===== src/rtl/tmr_pkg.sv =====
package tmr_pkg;

  typedef enum logic [1:0] {
    SRC_NONE = 2'd0,
    SRC_PCLK = 2'd1,
    SRC_FAST = 2'd2,
    SRC_SLOW = 2'd3
  } tick_src_e;

  // Bit layout, MSB first: src[6:5], overwrite[4], reload[3], irq_en[2], restart[1], run[0]
  typedef struct packed {
    tick_src_e src;
    logic      overwrite;
    logic      reload;
    logic      irq_en;
    logic      restart;
    logic      run;
  } tmr_ctrl_t;

  localparam int CTRL_W = $bits(tmr_ctrl_t);

  localparam int A_CTRL   = 0;
  localparam int A_MOD    = 1;
  localparam int A_CMP    = 2;
  localparam int A_STAT   = 3;
  localparam int A_COUNT  = 4;

endpackage


===== src/rtl/tmr_tick_mux.sv =====
module tmr_tick_mux
  import tmr_pkg::*;
(
  input  tick_src_e sel,
  input  logic      tick_pclk,
  input  logic      tick_fast,
  input  logic      tick_slow,
  output logic      tick
);

  always_comb begin
    unique case (sel)
      SRC_PCLK: tick = tick_pclk;
      SRC_FAST: tick = tick_fast;
      SRC_SLOW: tick = tick_slow;
      default:  tick = 1'b0;
    endcase
  end

endmodule


===== src/rtl/tmr_count_core.sv =====
module tmr_count_core #(
  parameter int W = 32
) (
  input  logic         clk,
  input  logic         rst_n,
  input  logic         tick_fire,
  input  logic         ow_load,
  input  logic [W-1:0] load_val,
  input  logic         restart_load,
  input  logic [W-1:0] modulus,
  input  logic         reload_mode,
  input  logic [W-1:0] cmp_val,
  output logic [W-1:0] count,
  output logic         cmp_hit
);

  function automatic logic [W-1:0] step_down(input logic [W-1:0] cur,
                                             input logic [W-1:0] modv,
                                             input logic         rel);
    if (cur == '0) return rel ? modv : '1;
    return cur - W'(1);
  endfunction

  logic [W-1:0] count_d;

  always_comb begin
    count_d = count;
    if (ow_load)           count_d = load_val;
    else if (restart_load) count_d = modulus;
    else if (tick_fire)    count_d = step_down(count, modulus, reload_mode);
  end

  always_ff @(posedge clk or negedge rst_n) begin
    if (!rst_n) count <= '0;
    else        count <= count_d;
  end

  assign cmp_hit = tick_fire && (count == cmp_val);

endmodule


===== src/rtl/tmr_flag.sv =====
module tmr_flag (
  input  logic clk,
  input  logic rst_n,
  input  logic set,
  input  logic clr,
  output logic flag
);

  always_ff @(posedge clk or negedge rst_n) begin
    if (!rst_n)   flag <= 1'b0;
    else if (set) flag <= 1'b1;
    else if (clr) flag <= 1'b0;
  end

endmodule


===== src/rtl/periodic_tick_timer.sv =====
module periodic_tick_timer
  import tmr_pkg::*;
#(
  parameter int DATA_W = 32,
  parameter int ADDR_W = 3
) (
  input  logic              clk,
  input  logic              rst_n,
  input  logic              bus_sel,
  input  logic              bus_we,
  input  logic [ADDR_W-1:0] bus_addr,
  input  logic [DATA_W-1:0] bus_wdata,
  output logic [DATA_W-1:0] bus_rdata,
  input  logic              tick_pclk,
  input  logic              tick_fast,
  input  logic              tick_slow,
  output logic              irq
);

  localparam int PAD_W = DATA_W - CTRL_W;

  tmr_ctrl_t   ctrl_q;
  tmr_ctrl_t   ctrl_wr;
  logic [DATA_W-1:0] mod_q;
  logic [DATA_W-1:0] cmp_q;
  logic [DATA_W-1:0] count;

  logic wr_en;
  logic wr_ctrl, wr_mod, wr_cmp, wr_stat;
  logic tick_sel, tick_fire;
  logic ow_load, restart_load, run_rise;
  logic cmp_hit, stat_clr, flag;

  assign wr_en   = bus_sel && bus_we;
  assign wr_ctrl = wr_en && (bus_addr == ADDR_W'(A_CTRL));
  assign wr_mod  = wr_en && (bus_addr == ADDR_W'(A_MOD));
  assign wr_cmp  = wr_en && (bus_addr == ADDR_W'(A_CMP));
  assign wr_stat = wr_en && (bus_addr == ADDR_W'(A_STAT));
  assign ctrl_wr = tmr_ctrl_t'(bus_wdata[CTRL_W-1:0]);

  always_ff @(posedge clk or negedge rst_n) begin
    if (!rst_n) begin
      ctrl_q <= '0;
      mod_q  <= '0;
      cmp_q  <= '0;
    end else begin
      if (wr_ctrl) ctrl_q <= ctrl_wr;
      if (wr_mod)  mod_q  <= bus_wdata;
      if (wr_cmp)  cmp_q  <= bus_wdata;
    end
  end

  tmr_tick_mux u_mux (
    .sel       (ctrl_q.src),
    .tick_pclk (tick_pclk),
    .tick_fast (tick_fast),
    .tick_slow (tick_slow),
    .tick      (tick_sel)
  );

  assign tick_fire    = ctrl_q.run && tick_sel;
  assign ow_load      = wr_mod && ctrl_q.overwrite;
  assign run_rise     = wr_ctrl && ctrl_wr.run && !ctrl_q.run;
  assign restart_load = run_rise && ctrl_wr.restart;

  tmr_count_core #(.W(DATA_W)) u_core (
    .clk          (clk),
    .rst_n        (rst_n),
    .tick_fire    (tick_fire),
    .ow_load      (ow_load),
    .load_val     (bus_wdata),
    .restart_load (restart_load),
    .modulus      (mod_q),
    .reload_mode  (ctrl_q.reload),
    .cmp_val      (cmp_q),
    .count        (count),
    .cmp_hit      (cmp_hit)
  );

  assign stat_clr = wr_stat && bus_wdata[0];

  tmr_flag u_flag (
    .clk   (clk),
    .rst_n (rst_n),
    .set   (cmp_hit),
    .clr   (stat_clr),
    .flag  (flag)
  );

  assign irq = flag && ctrl_q.irq_en;

  always_comb begin
    bus_rdata = '0;
    unique case (int'(bus_addr))
      A_CTRL:  bus_rdata = {{PAD_W{1'b0}}, ctrl_q};
      A_MOD:   bus_rdata = mod_q;
      A_CMP:   bus_rdata = cmp_q;
      A_STAT:  bus_rdata = {{(DATA_W-1){1'b0}}, flag};
      A_COUNT: bus_rdata = count;
      default: bus_rdata = '0;
    endcase
  end

endmodule


===== config.mk =====
export PLATFORM = sky130hd
export DESIGN_NAME = periodic_tick_timer
export DESIGN_NICKNAME = d
export VERILOG_FILES = /design/src/rtl/tmr_pkg.sv /design/src/rtl/tmr_tick_mux.sv /design/src/rtl/tmr_count_core.sv /design/src/rtl/tmr_flag.sv /design/src/rtl/periodic_tick_timer.sv
export SDC_FILE = /design/constraint.sdc
export NUM_CORES = 1
export LEC_CHECK = 0
export BUFFER_PORTS_ARGS = -buffer_cell sky130_fd_sc_hd__buf_2
export CELL_PAD_IN_SITES_DETAIL_PLACEMENT = 1
export CELL_PAD_IN_SITES_GLOBAL_PLACEMENT = 2
export CORE_ASPECT_RATIO = 0.5
export CORE_MARGIN = 4
export CORE_UTILIZATION = 35
export DETAILED_ROUTE_END_ITERATION = 7
export HOLD_SLACK_MARGIN = 0.12
export PLACE_DENSITY_LB_ADDON = 0.1
export SETUP_SLACK_MARGIN = 0.02
export SLEW_MARGIN = 30
export SYNTH_ARGS = -nofsm -noshare
export SYNTH_HDL_FRONTEND = slang
export SYNTH_SLANG_ARGS = --single-unit

===== constraint.sdc =====
create_clock -name clk -period 3.1 [get_ports clk]
set_clock_uncertainty 0.2 [all_clocks]
set_input_delay 0.155 -clock clk [delete_from_list [all_inputs] [get_ports clk]]
set_output_delay 0.155 -clock clk [all_outputs]
set_load 0.05 [all_outputs]

==> impl_metrics.xml <==
<?xml version="1.0" encoding="UTF-8"?>
<metrics>
  <group name="clock_tree">
    <metric name="tritoncts_clock_tree" unit="">yes</metric>
    <metric name="tritoncts.num_buffers" unit="">9</metric>
    <metric name="clock-sinks" unit="">104</metric>
    <metric name="worst_skew_pair.late_latency" unit="ps">360</metric>
    <metric name="clock_path_buffers" unit="">2</metric>
    <metric name="clk_root_buffer_cell" unit="">clkbuf_16</metric>
    <metric name="htree_levels" unit="">3</metric>
    <metric name="clkSlewWorstSetupHoldPaths" unit="ps">60</metric>
  </group>
  <group name="logic_synthesis">
    <metric name="ys_warn_count" unit="">0</metric>
    <metric name="number_of_enable_type_register_cells_in_the_synthesized_netlist" unit="">0</metric>
    <metric name="synth_nets" unit="">691</metric>
    <metric name="synth_cell_type_count" unit="">52</metric>
    <metric name="netlist_instances" unit="">647</metric>
    <metric name="postSynth.topFlopCell" unit="">dfrtp_1</metric>
    <metric name="synthArstFlopShare" unit="%">100</metric>
    <metric name="seq_area_frac_synth" unit="%">41.3</metric>
    <metric name="syn-cell-area" unit="um2">6290</metric>
    <metric name="yosys_register_bits" unit="">104</metric>
    <metric name="post_synth.cell_area_avg" unit="um2">9.73</metric>
  </group>
  <group name="outcome">
    <metric name="run_status" unit="">complete, no violations</metric>
  </group>
  <group name="global_route">
    <metric name="grt_overflow_total" unit="">0</metric>
    <metric name="grt_max_degree" unit="">105</metric>
    <metric name="met2_grt_util" unit="%">33.9</metric>
    <metric name="first_global_vias" unit="">5850</metric>
    <metric name="globalRoute.busiestLayer" unit="">met1</metric>
    <metric name="use_met3" unit="%">5.29</metric>
    <metric name="global_route_wire_length_before_repair" unit="mm">36.0</metric>
    <metric name="groute.usage.overall" unit="%">23.3</metric>
    <metric name="groute.layer.met1.usage" unit="%">35.9</metric>
    <metric name="initial_antenna_violation_count" unit="">0</metric>
  </group>
  <group name="placed_design">
    <metric name="place_hpwl" unit="mm">16.6</metric>
    <metric name="buffer_ports.inserted" unit="">74</metric>
    <metric name="globalplace.congestion" unit="">0.918</metric>
  </group>
  <group name="die">
    <metric name="die_w" unit="um">198</metric>
    <metric name="std_cell_rows" unit="">34</metric>
    <metric name="fp.dieH" unit="um">103</metric>
    <metric name="floorplan.initialDensity" unit="%">35.9</metric>
    <metric name="die_outline_area" unit="um2">20300</metric>
    <metric name="design.core.area" unit="um2">17500</metric>
    <metric name="top_level_ports" unit="">75</metric>
  </group>
  <group name="critical_path">
    <metric name="timing.critical_path.to_type" unit="">output pin</metric>
    <metric name="path_max_fanout" unit="">38</metric>
    <metric name="worstPathRequired" unit="ps">2740</metric>
    <metric name="worst-r2r-setup-slack" unit="ps">350</metric>
    <metric name="setup.worst_path.start_class" unit="">input pin</metric>
    <metric name="reg2regPathDepth" unit="">6</metric>
    <metric name="worstPathArrival" unit="ps">2550</metric>
    <metric name="crit_type" unit="">in2out</metric>
  </group>
  <group name="final_layout">
    <metric name="area_occupied_by_multi_input_gates" unit="um2">3480</metric>
    <metric name="diodes" unit="">0</metric>
    <metric name="drive_above_1_share" unit="%">29.7</metric>
    <metric name="filler_cell_count" unit="">2008</metric>
    <metric name="synthToLayoutAreaGrowth" unit="%">23.6</metric>
    <metric name="finalNetCount" unit="">799</metric>
    <metric name="ff_latch_area" unit="um2">2600</metric>
  </group>
  <group name="pwr">
    <metric name="power.leakage" unit="nW">3.39</metric>
    <metric name="powerDensity" unit="nW/um2">764</metric>
    <metric name="worst_ir_drop_vdd" unit="mV">0.355</metric>
    <metric name="post-layout-total-power" unit="mW">5.95</metric>
  </group>
  <group name="route">
    <metric name="detailroute.via_count" unit="">5695</metric>
    <metric name="wire_per_inst" unit="um">23.2</metric>
    <metric name="drtAntennaViolNets" unit="">0</metric>
    <metric name="postRouteWirelength" unit="mm">23.0</metric>
    <metric name="routed_via_density" unit="">5.74</metric>
    <metric name="dr.first_iter.drc_count" unit="">355</metric>
    <metric name="route.detailed.drc" unit="">0</metric>
    <metric name="detailedRoute.firstPassIterationCount" unit="">4</metric>
  </group>
  <group name="timing">
    <metric name="hold_viol_final" unit="">0</metric>
    <metric name="period_share" unit="%">93.7</metric>
    <metric name="min_period" unit="ps">2900</metric>
    <metric name="setup-tns-final" unit="ps">0</metric>
    <metric name="report.final.setup_viol" unit="">0</metric>
    <metric name="maxSlewViolCount" unit="">0</metric>
    <metric name="grt_setup_unrepaired" unit="">no</metric>
    <metric name="slew_headroom" unit="%">47.7</metric>
    <metric name="worst-slew-pin-transition" unit="ps">782</metric>
    <metric name="max_clock_freq" unit="GHz">0.344</metric>
  </group>
  <group name="flow_run">
    <metric name="cap_violations" unit="">0</metric>
  </group>
  <group name="min_path">
    <metric name="hold_path_class" unit="">in2async</metric>
  </group>
</metrics>
power by group:
group          switching, mW  total [mW]  internal [mW]
Clock                  0.526        1.13          0.604
Combinational           1.52        2.58           1.06
Sequential             0.499        2.23           1.74
Total                   2.55        5.95           3.40
cell usage after synthesis (7+ instances only):
library cell	number	area (um2)
xnor2_1	10	87.6
xor2_1	42	368
nand2_1	54	203
dfrtp_1	104	2600
a211oi_1	17	128
nand3_1	11	55.1
o21ai_0	51	255
nor3_1	11	55.1
mux2_2	72	811
a22oi_1	33	248
mux2i_1	7	70.1
nor4_1	19	119
clkbuf_1	55	206
nor2_1	43	161
a21oi_1	15	75.1
a221o_1	17	170
timing repair:
item,in CTS,in global routing
resized for setup,0,0
hold endpoints to repair,208,0
buffers inserted,0,0
hold buffers,36,0
layer usage:
layer | share of wire, % | vias to the layer above
met1 | 51 | 2948
met5 | 0 | -
met3 | 5.7 | 16
met4 | 0.73 | 0
li1 | - | 2602
met2 | 42 | 129
worst max-delay path, cell delays in order:
cell and delay [ps]:
dlygate4sd3_1 520, buf_2 150, buf_4 440, nand2b_1 200
nor2_2 150, buf_4 320, nand2_1 90, o21ai_0 150
buf_2 340
cell usage in the layout, fill, tap and decap left out, drive strengths merged, types with 7 or more instances in the layout:
cell type	count
mux2	72
clkbuf	14
a21oi	15
a211oi	17
or4	7
xor2	42
dfrtp	104
nor3	11
dlygate4sd3	36
nor2	43
o21ai	51
a22oi	33
nand2	54
mux2i	7
xnor2	10
buf	124
a221o	17
nand3	11
nor4	22
metrics by stage:
stage | instances | setup slack (ps) | hold slack, ps | utilization (%) | instance area, um2
6_report | 992 | 196 | 220 | 44.4 | 7780
5_1_grt | 992 | 50.2 | 277 | 44.4 | 7780
4_1_cts | 992 | 180 | 247 | 44.4 | 7780
3_5_place_dp | 942 | 353 | 84.7 | 40.8 | 7150
3_3_place_gp | 942 | 284 | 88.6 | 40.7 | 7140
2_1_floorplan | 647 | 303 | -341 | - | 6290
layout make-up:
type,instances,share of cell area (%)
sequential,104,33.4
clock buffer,14,3.52
multi-input combinational,476,44.7
tap,234,3.76
timing repair buffer,160,14.4
inverter,4,0.193
sequential cells by signal, indices dropped and copies added (netlist names):
| signal | cells |
|---|---|
| u_flag.flag | 1 |
| u_core.count | 32 |
| cmp_q | 32 |
| mod_q | 32 |
| ctrl_q | 7 |
worst paths after layout:
kind                                               end                    startpoint
max                                       bus_rdata[4]                   bus_addr[1]
min                              cmp_q[27]$_DFFE_PN0P_                         rst_n
max reg2reg                u_core.count[5]$_DFFE_PN0P_  u_core.count[26]$_DFFE_PN0P_
min reg2reg                      ctrl_q[1]$_DFFE_PN0P_         ctrl_q[1]$_DFFE_PN0P_
max in group asynchronous         mod_q[3]$_DFFE_PN0P_                         rst_n
min in group clk               u_flag.flag$_DFFE_PN0P_                     tick_fast
kinds of logic (layout without fill, tap and decap cells):
family / count (synthesis) / after routing / synth area share, %
simple gates: 177 / 177 / 14.6
compound gates: 166 / 166 / 18.2
flops: 104 / 104 / 41.3
mux: 79 / 79 / 14.0
buf+inv: 67 / 178 / 4.23
xor+xnor: 52 / 52 / 7.24
fa+ha+maj: 2 / 2 / 0.397
Power figures use the tool's default switching activity.
